<file path="src/rtl/stall_pkg.sv">
package stall_pkg;
  typedef enum logic [2:0] {
    ST_IDLE   = 3'd0,
    ST_RUN    = 3'd1,
    ST_ISTALL = 3'd2,
    ST_IHOLD  = 3'd3,
    ST_DSTALL = 3'd4,
    ST_SWOUT  = 3'd5
  } run_state_e;

  localparam int NUM_ACC = 2;
  localparam int ACC_I   = 0;
  localparam int ACC_D   = 1;
endpackage

</file>
<file path="src/rtl/stall_fsm.sv">
module stall_fsm
  import stall_pkg::*;
#(
  parameter int DLY_W = 8
) (
  input  logic               clk,
  input  logic               rst_n,
  input  logic               act_req,
  input  logic [DLY_W-1:0]   act_delay,
  input  logic               stop_req,
  input  logic               swout_req,
  input  logic               imiss,
  input  logic               dmiss,
  input  logic               fill_done,
  output run_state_e         state_q,
  output logic               exec_en,
  output logic               skip_fetch,
  output logic               err,
  output logic [NUM_ACC-1:0] mark,
  output logic [NUM_ACC-1:0] fin
);
  run_state_e       st_d;
  logic [DLY_W-1:0] wait_q, wait_d;
  logic             err_q, bad, can_go, exec_d;

  always_comb begin
    can_go = ((state_q == ST_RUN) && (wait_q == '0)) || (state_q == ST_IHOLD);
    st_d   = (state_q == ST_IHOLD) ? ST_RUN : state_q;
    wait_d = ((state_q == ST_RUN) && (wait_q != '0)) ? wait_q - 1'b1 : wait_q;
    exec_d = can_go;
    bad    = 1'b0;
    mark   = '0;
    fin    = '0;
    if (swout_req) begin
      st_d   = ST_SWOUT;
      wait_d = '0;
      exec_d = 1'b0;
    end else if (stop_req) begin
      if (state_q == ST_RUN) begin
        st_d   = ST_IDLE;
        wait_d = '0;
        exec_d = 1'b0;
      end else begin
        bad = 1'b1;
      end
    end else if (act_req) begin
      if (state_q == ST_IDLE) begin
        st_d   = ST_RUN;
        wait_d = act_delay;
      end else begin
        bad = 1'b1;
      end
    end else if (fill_done) begin
      if (state_q == ST_ISTALL) begin
        st_d       = ST_IHOLD;
        fin[ACC_I] = 1'b1;
      end else if (state_q == ST_DSTALL) begin
        st_d       = ST_RUN;
        fin[ACC_D] = 1'b1;
      end else if (state_q != ST_SWOUT) begin
        bad = 1'b1;
      end
    end else if (imiss) begin
      if ((state_q == ST_RUN) && (wait_q == '0)) begin
        st_d        = ST_ISTALL;
        mark[ACC_I] = 1'b1;
        exec_d      = 1'b0;
      end else begin
        bad = 1'b1;
      end
    end else if (dmiss) begin
      if (can_go) begin
        st_d        = ST_DSTALL;
        mark[ACC_D] = 1'b1;
      end else begin
        bad = 1'b1;
      end
    end
  end

  always_ff @(posedge clk or negedge rst_n) begin
    if (!rst_n) begin
      state_q <= ST_IDLE;
      wait_q  <= '0;
      err_q   <= 1'b0;
    end else begin
      state_q <= st_d;
      wait_q  <= wait_d;
      if (bad) err_q <= 1'b1;
    end
  end

  assign exec_en    = exec_d;
  assign skip_fetch = exec_d && (state_q == ST_IHOLD);
  assign err        = err_q;
endmodule

</file>
<file path="src/rtl/stall_acc.sv">
module stall_acc #(
  parameter int CNT_W = 32
) (
  input  logic             clk,
  input  logic             rst_n,
  input  logic             clr,
  input  logic             mark,
  input  logic             fin,
  input  logic [CNT_W-1:0] now,
  output logic [CNT_W-1:0] total
);
  localparam logic [CNT_W-1:0] SAT = {CNT_W{1'b1}};

  logic [CNT_W-1:0] start_q, elapsed;
  logic [CNT_W:0]   sum;

  assign elapsed = now - start_q;
  assign sum     = {1'b0, total} + {1'b0, elapsed};

  always_ff @(posedge clk or negedge rst_n) begin
    if (!rst_n) begin
      start_q <= '0;
    end else if (mark) begin
      start_q <= now;
    end
  end

  always_ff @(posedge clk or negedge rst_n) begin
    if (!rst_n) begin
      total <= '0;
    end else if (clr) begin
      total <= '0;
    end else if (fin) begin
      total <= sum[CNT_W] ? SAT : sum[CNT_W-1:0];
    end
  end
endmodule

</file>
<file path="src/rtl/cpu_stall_ctrl.sv">
module cpu_stall_ctrl
  import stall_pkg::*;
#(
  parameter int CNT_W = 32,
  parameter int DLY_W = 8
) (
  input  logic             clk,
  input  logic             rst_n,
  input  logic             act_req,
  input  logic [DLY_W-1:0] act_delay,
  input  logic             stop_req,
  input  logic             swout_req,
  input  logic             imiss,
  input  logic             dmiss,
  input  logic             fill_done,
  input  logic             cnt_clr,
  output logic             exec_en,
  output logic             skip_fetch,
  output logic [2:0]       state_o,
  output logic [CNT_W-1:0] istall_cnt,
  output logic [CNT_W-1:0] dstall_cnt,
  output logic             err
);
  logic [1:0]         rst_pipe;
  logic               rst_sync_n;
  logic [CNT_W-1:0]   now_q;
  run_state_e         st;
  logic [NUM_ACC-1:0] mark, fin;
  logic [CNT_W-1:0]   acc_tot [NUM_ACC];

  always_ff @(posedge clk or negedge rst_n) begin
    if (!rst_n) rst_pipe <= 2'b00;
    else        rst_pipe <= {rst_pipe[0], 1'b1};
  end
  assign rst_sync_n = rst_pipe[1];

  always_ff @(posedge clk or negedge rst_sync_n) begin
    if (!rst_sync_n) now_q <= '0;
    else             now_q <= now_q + 1'b1;
  end

  stall_fsm #(.DLY_W(DLY_W)) u_fsm (
    .clk       (clk),
    .rst_n     (rst_sync_n),
    .act_req   (act_req),
    .act_delay (act_delay),
    .stop_req  (stop_req),
    .swout_req (swout_req),
    .imiss     (imiss),
    .dmiss     (dmiss),
    .fill_done (fill_done),
    .state_q   (st),
    .exec_en   (exec_en),
    .skip_fetch(skip_fetch),
    .err       (err),
    .mark      (mark),
    .fin       (fin)
  );

  for (genvar g = 0; g < NUM_ACC; g++) begin : g_acc
    stall_acc #(.CNT_W(CNT_W)) u_acc (
      .clk  (clk),
      .rst_n(rst_sync_n),
      .clr  (cnt_clr),
      .mark (mark[g]),
      .fin  (fin[g]),
      .now  (now_q),
      .total(acc_tot[g])
    );
  end

  assign state_o    = st;
  assign istall_cnt = acc_tot[ACC_I];
  assign dstall_cnt = acc_tot[ACC_D];
endmodule

</file>
<file path="config.mk">
export PLATFORM = sky130hd
export DESIGN_NAME = cpu_stall_ctrl
export DESIGN_NICKNAME = d
export VERILOG_FILES = /design/src/rtl/stall_pkg.sv /design/src/rtl/stall_fsm.sv /design/src/rtl/stall_acc.sv /design/src/rtl/cpu_stall_ctrl.sv
export SDC_FILE = /design/constraint.sdc
export NUM_CORES = 1
export LEC_CHECK = 0
export BUFFER_PORTS_ARGS = -buffer_cell sky130_fd_sc_hd__buf_2
export CAP_MARGIN = 10
export CORE_ASPECT_RATIO = 0.9
export CORE_MARGIN = 2
export CORE_UTILIZATION = 64
export CTS_BUF_LIST = sky130_fd_sc_hd__clkbuf_8
export DETAILED_ROUTE_END_ITERATION = 12
export PLACE_DENSITY = 0.89
export SYNTH_ARGS = -nofsm -noshare
export SYNTH_HDL_FRONTEND = slang
export SYNTH_SLANG_ARGS = --single-unit
</file>
<file path="constraint.sdc">
create_clock -name clk -period 5.9 [get_ports clk]
set_clock_uncertainty 0.15 [all_clocks]
set_input_delay 0.885 -clock clk [delete_from_list [all_inputs] [get_ports clk]]
set_output_delay 0.885 -clock clk [all_outputs]
set_load 0.005 [all_outputs]
</file>
After elaboration in Yosys (flattened, before gate mapping)
Index checks and enable logic that the tools add are counted.
{"block": "totals", "regBits": 174, "input_bits": 17, "output_inout_bits": 70, "wordCells": 90}
{"block": "op_classes", "addsub": 6, "n_eq_ne": 5, "mux": 61, "n_reduce_logical": 9}
{"operator": "32-bit two-way mux", "n": 6}
{"operator": "32-bit by 32-bit adder with 33-bit output", "n": 2}
{"operator": "32-bit subtractor", "n": 2}
{"operator": "8-bit two-way mux", "n": 6}
{"operator": "3-bit two-way mux", "n": 13}
{"operator": "32-bit by 1-bit adder with 32-bit output, second input constant", "n": 1}
{"operator": "1-bit two-way mux", "n": 28}
{"operator": "2-bit two-way mux", "n": 8}
{"operator": "8-bit zero test", "n": 1}
{"operator": "8-bit nonzero test", "n": 1}
{"operator": "8-bit by 1-bit subtractor with 8-bit output, second input constant", "n": 1}
{"operator": "3-bit by 2-bit equality test with 1-bit output, second input constant", "n": 2}
{"operator": "2-bit nonzero test", "n": 2}
{"operator": "3-bit by 1-bit equality test with 1-bit output, second input constant", "n": 1}
{"operator": "3-bit equality test, second input constant", "n": 1}
{"operator": "1-bit logical AND", "n": 3}
{"operator": "3-bit zero test", "n": 1}
{"operator": "3-bit != test, second input constant", "n": 1}
{"operator": "1-bit logical OR", "n": 1}

Longest topological paths before layout
{"block": "depth", "depth_word": 10, "depth_mapped": 24, "mapped_depth_nobuf": 23}

Hierarchy
Synthesis repeated with hierarchy kept, for this count alone.
{"block": "unflattened", "cells_unflattened": 1652, "area_unflattened_um2": 14400.1}
{"module": "stall_acc (g_acc[0].u_acc)", "instances": 1, "cells_each": 708, "area_per_inst_um2": 5945.7, "seq_area_each_um2": 1601.5}
{"module": "stall_acc (g_acc[1].u_acc)", "instances": 1, "cells_each": 688, "area_per_inst_um2": 5823.1, "seq_area_each_um2": 1601.5}
{"module": "cpu_stall_ctrl", "instances": 1, "cells_each": 130, "area_per_inst_um2": 1532.7, "seq_area_each_um2": 850.8}
{"module": "stall_fsm", "instances": 1, "cells_each": 126, "area_per_inst_um2": 1098.6, "seq_area_each_um2": 300.3}

Worst setup path before layout
Ideal clock, no wire load.
{"block": "synth_path", "kind": "reg2reg", "from": "register now_q[0]", "to": "register g_acc[0].u_acc.total[1]", "setup_time_ps": 138, "arrival_time_ps": 4579, "required_time_ps": 5612, "setup_slack_ps": 1033, "path_stages_with_launch": 24, "n_path_buf": 2, "synth_period_minus_slack_ps": 4867, "cell_sequence": "dfrtp_1 > inv_1 > ha_1 > inv_1 > fa_1 > a211oi_1 > o21bai_1 > o21ai_2 > o221ai_2 > a21o_2 > a21o_1 > a31oi_1 > xnor2_1 > ha_1 > and3_1 > buf_2 > a221oi_1 > nor4_1 > o22a_1 > a21oi_1 > o21ai_0 > a21oi_1 > buf_2 > a211oi_1"}
{"block": "synth_via", "elab_chain_len": 5}
{"element": "start, declared", "line_no": "cpu_stall_ctrl.sv:26", "text": "logic [CNT_W-1:0] now_q;"}
{"element": "start signal, assigned", "line_no": "cpu_stall_ctrl.sv:39", "text": "else now_q <= now_q + 1'b1;"}
{"element": "32-bit subtractor", "line_no": "stall_acc.sv:17", "text": "assign elapsed = now - start_q;"}
{"element": "32-bit by 32-bit adder with 33-bit output", "line_no": "stall_acc.sv:18", "text": "assign sum = {1'b0, total} + {1'b0, elapsed};"}
{"element": "32-bit two-way mux", "line_no": "stall_acc.sv:34", "text": "total <= sum[CNT_W] ? SAT : sum[CNT_W-1:0];"}
{"element": "32-bit two-way mux", "line_no": "stall_acc.sv:33", "text": "end else if (fin) begin"}
{"element": "32-bit two-way mux", "line_no": "stall_acc.sv:31", "text": "end else if (clr) begin"}
{"element": "end signal, assigned", "line_no": "stall_acc.sv:34"}
{"element": "end, declared", "line_no": "stall_acc.sv:10", "text": "output logic [CNT_W-1:0] total"}
No other way between the ends. The select of a mux whose other input is x is not followed.
A chain may end at the register's enable or synchronous reset.

Worst setup path in the final report
{"block": "layout_path", "from": "register now_q[0]", "to": "register g_acc[0].u_acc.total[11]"}
Same word-level chain as after synthesis.

==> impl_metrics.ini <==
[worst_setup_path]
end_kind = flip-flop
worst_r2r_path_depth = 23
reg2reg_to = g_acc[0].u_acc.total[11]$_DFFE_PN0P_
start_kind = flip-flop
critPathKind = flip-flop to flip-flop
timing.rr.start = now_q[0]$_DFF_PN0_
crit_arrival_ns = 5.61
cp.required_ns = 6.08
regToRegSetupSlack_ns = 0.47
cp_max_fo = 29

[finish]
layout-drive-gt1-share_pct = 10.18
nFillCells = 1587
nNetsFinal = 1784
area_growth_pct = 8.383
diodes = 0

[power]
p_leak_nw = 7.476
clkPwrFrac_pct = 36.6
p_seq_share_pct = 54.7
power_density_nw_per_um2 = 153.7
p_sw_share_pct = 26.78
p_switching_w = 0.0005986
combPwrFrac_pct = 8.7
peakVddDrop_mv = 0.1377
p_total_w = 0.002235
p_int_w = 0.001637

[timing]
slew_viol_final = 0
hold_viol_final = 0
finalSetupTns_ns = 0
min_period_ns = 5.430
tightest_slew_ns = 1.124
setup_violations = 0
rsz0062_at_grt = false
final.period_utilization_pct = 92.04
max_freq_ghz = 0.1842
slew_headroom_pct = 24.86
holdWs_ns = 0.1703

[status]
outcome = finished clean

[clock_network]
cts_root_buf = clkbuf_8
cts_buffers = 17
h-tree-depth = 4
post_cts_buffers = 0
cts.sinks = 174
cts_buffer_depth = 2
cts_tree = done
clkTransAtPathRegs_ns = 0.11
clock_latency_ns = 0.49

[synthesis]
ys_ff_latch = 174
ys.flop_type = dfrtp_1
syn_avg_cell_area_um2 = 8.596
syn_inst = 1561
synthesis.nets = 1717
syn-cell-area_um2 = 13420
yosysWarnings = 0
async_reset_ff_share_pct = 100.0
synth_edf_count = 0
yosysSeqAreaShare_pct = 32.45
ys_types = 79

[hold_path]
min_path_type = flip-flop to asynchronous set/reset pin

[die]
die_w_um = 156.6
ioPinCount = 87
fp.dieH_um = 141.4
rows = 50
coreArea_um2 = 20710
dieArea_um2 = 22140
initial_core_util_pct = 64.80

[route]
avgRoutedWirePerCell_um = 15.85
drc_errors = 0
viasPerCell = 6.049
totalWireLength_mm = 30.53
dr.pass1.iters = 5
ant_nets = 0
vias = 11660
drtIter0Drc = 947

[global_route]
antenna_found_initial = 0
overflow = 0
grt_pass1_vias = 11030
grt_max_degree = 66
grt_pass1_wl_mm = 51.94
grt.total_usage_pct = 28.39

[job]
max-cap-violations = 0

[placed_design]
hpwl_mm = 22.49
portBuffers = 86
place.gp.congestion = 0.9751
## through the flow
stage	cells	setup slack [ns]	util, %	area (µm²)
after floorplan	1561	0.5426	-	13420
final	1927	0.4698	70.23	14540
after CTS	1925	0.1956	69.95	14490
after global placement	1893	0.4845	68.12	14110
after detailed placement	1893	0.2547	68.12	14110
after global routing	1927	0.008287	70.23	14540
## Yosys cell counts, types with 5 or more instances
| cell | instances | area (µm²) |
|---|---|---|
| ha_1 | 135 | 1689 |
| nor2_1 | 144 | 540.5 |
| o21bai_1 | 18 | 135.1 |
| a31o_2 | 6 | 52.55 |
| nand3_1 | 36 | 180.2 |
| a211oi_1 | 83 | 623.1 |
| nor3_1 | 8 | 40.04 |
| o31ai_1 | 5 | 37.54 |
| and3_1 | 17 | 106.4 |
| xnor2_1 | 84 | 735.7 |
| nand2b_1 | 17 | 106.4 |
| o211ai_1 | 5 | 37.54 |
| a21o_1 | 64 | 480.5 |
| clkbuf_1 | 36 | 135.1 |
| xor2_1 | 60 | 525.5 |
| a211o_1 | 6 | 52.55 |
| buf_2 | 11 | 55.05 |
| a31oi_1 | 12 | 75.07 |
| nor2b_1 | 11 | 68.82 |
| dfrtp_1 | 174 | 4354 |
| or2_2 | 6 | 37.54 |
| inv_1 | 98 | 367.9 |
| o21ai_0 | 120 | 600.6 |
| a311o_1 | 5 | 50.05 |
| nor4_1 | 7 | 43.79 |
| nand4_1 | 11 | 68.82 |
| mux2_2 | 5 | 56.30 |
| o21a_1 | 20 | 150.1 |
| and2_1 | 7 | 43.79 |
| a21oi_1 | 119 | 595.6 |
| nand2_1 | 138 | 518.0 |
| o22ai_1 | 8 | 50.05 |
| or3_1 | 5 | 31.28 |
| a311oi_1 | 5 | 43.79 |
## worst max path at each step
| stage | from | endpoint | cells past startpoint | slack [ns] |
|---|---|---|---|---|
| after global placement | now_q[0]$_DFF_PN0_ | g_acc[0].u_acc.total[11]$_DFFE_PN0P_ | 23 | 0.48 |
| after detailed placement | now_q[0]$_DFF_PN0_ | g_acc[0].u_acc.total[11]$_DFFE_PN0P_ | 23 | 0.25 |
| after floorplan | rst_pipe[1]$_DFF_PN0_ | g_acc[0].u_acc.start_q[0]$_DFFE_PN0P_ | 0 | 0.54 |
| after CTS | now_q[0]$_DFF_PN0_ | g_acc[0].u_acc.total[11]$_DFFE_PN0P_ | 23 | 0.20 |
| final | now_q[0]$_DFF_PN0_ | g_acc[0].u_acc.total[11]$_DFFE_PN0P_ | 23 | 0.47 |
| after global routing | now_q[0]$_DFF_PN0_ | g_acc[0].u_acc.total[11]$_DFFE_PN0P_ | 23 | 0.008 |
## metal layers
metal	GRT usage, %	vias to the layer above	part of all wire (%)
li1	-	5735	-
met1	40.42	5486	48
met2	44.73	390	45
met3	5.070	46	5.6
met4	8.064	0	2.0
met5	0	-	0
## cells by family (layout without fill, tap and decap cells)
logic type | after synthesis | in the layout | synth area share (%)
XOR/XNOR | 144 | 144 | 9.399
adder cells (fa/ha/maj) | 139 | 139 | 13.19
AO/OA/AOI/OAI | 527 | 527 | 25.96
other | 1 | 1 | 0.02795
AND/OR/NAND/NOR | 423 | 423 | 14.27
flip-flops | 174 | 174 | 32.45
multiplexers | 6 | 6 | 0.4942
buffers and inverters | 147 | 227 | 4.215
## critical path, cell delays in order (launching register included)
cell,delay [ns]
dfrtp_1,0.46
inv_1,0.13
ha_1,0.18
inv_1,0.07
fa_1,0.48
a211oi_1,0.26
o21bai_1,0.13
o21ai_2,0.18
o221ai_2,0.18
a21o_2,0.23
a21o_1,0.20
a31oi_1,0.20
xnor2_1,0.14
ha_1,0.30
and3_1,0.29
a221oi_2,0.36
nor4_1,0.11
o22a_1,0.20
a21oi_2,0.17
o21ai_1,0.13
a21oi_2,0.24
buf_6,0.25
nor2b_1,0.16
nor3_1,0.06
## sequential cells by signal, indices dropped and copies added (netlist names)
signal               flops
g_acc.u_acc.start_q     64
g_acc.u_acc.total       64
now_q                   32
u_fsm.wait_q             8
u_fsm.state_q            3
rst_pipe                 2
u_fsm.err                1
## layout make-up
cell class	instances	area, µm²	share of cell area, %
Multi-Input combinational cell	1240	8548	58.78
Sequential cell	174	4358	29.97
Timing Repair Buffer	97	531.8	3.657
Inverter	98	367.9	2.529
Tap cell	286	357.8	2.461
Clock buffer	19	261.5	1.798
Clock inverter	13	117.6	0.8087
## power groups by stage
stage	sequential, W	combinational [W]	clock, W
after floorplan	0.00125	0.000132	0
after global placement	0.00125	0.000183	0
after detailed placement	0.00125	0.000189	0
after CTS	0.00122	0.000192	0.000829
after global routing	0.00123	0.000218	0.000886
final	0.00122	0.000195	0.000818
## timing repair
item,4_1_cts,5_1_grt
endpoints found under the hold margin,0,2
hold buffers,0,1
setup endpoints to repair,0,51
resized for setup,0,6
## layout by cell type (no fill, tap or decap), types with 11 or more instances in the layout
cell,n
dfrtp_1,173
nor2_1,142
nand2_1,138
ha_1,135
o21ai_0,119
a21oi_1,117
inv_1,101
buf_2,86
xnor2_1,84
a211oi_1,83
a21o_1,64
xor2_1,60
nand3_1,36
o21a_1,20
clkbuf_8,19
o21bai_1,18
and3_1,17
nand2b_1,17
a31oi_1,12
nor2b_1,11
nand4_1,11
(Power assumes the default switching activity.)
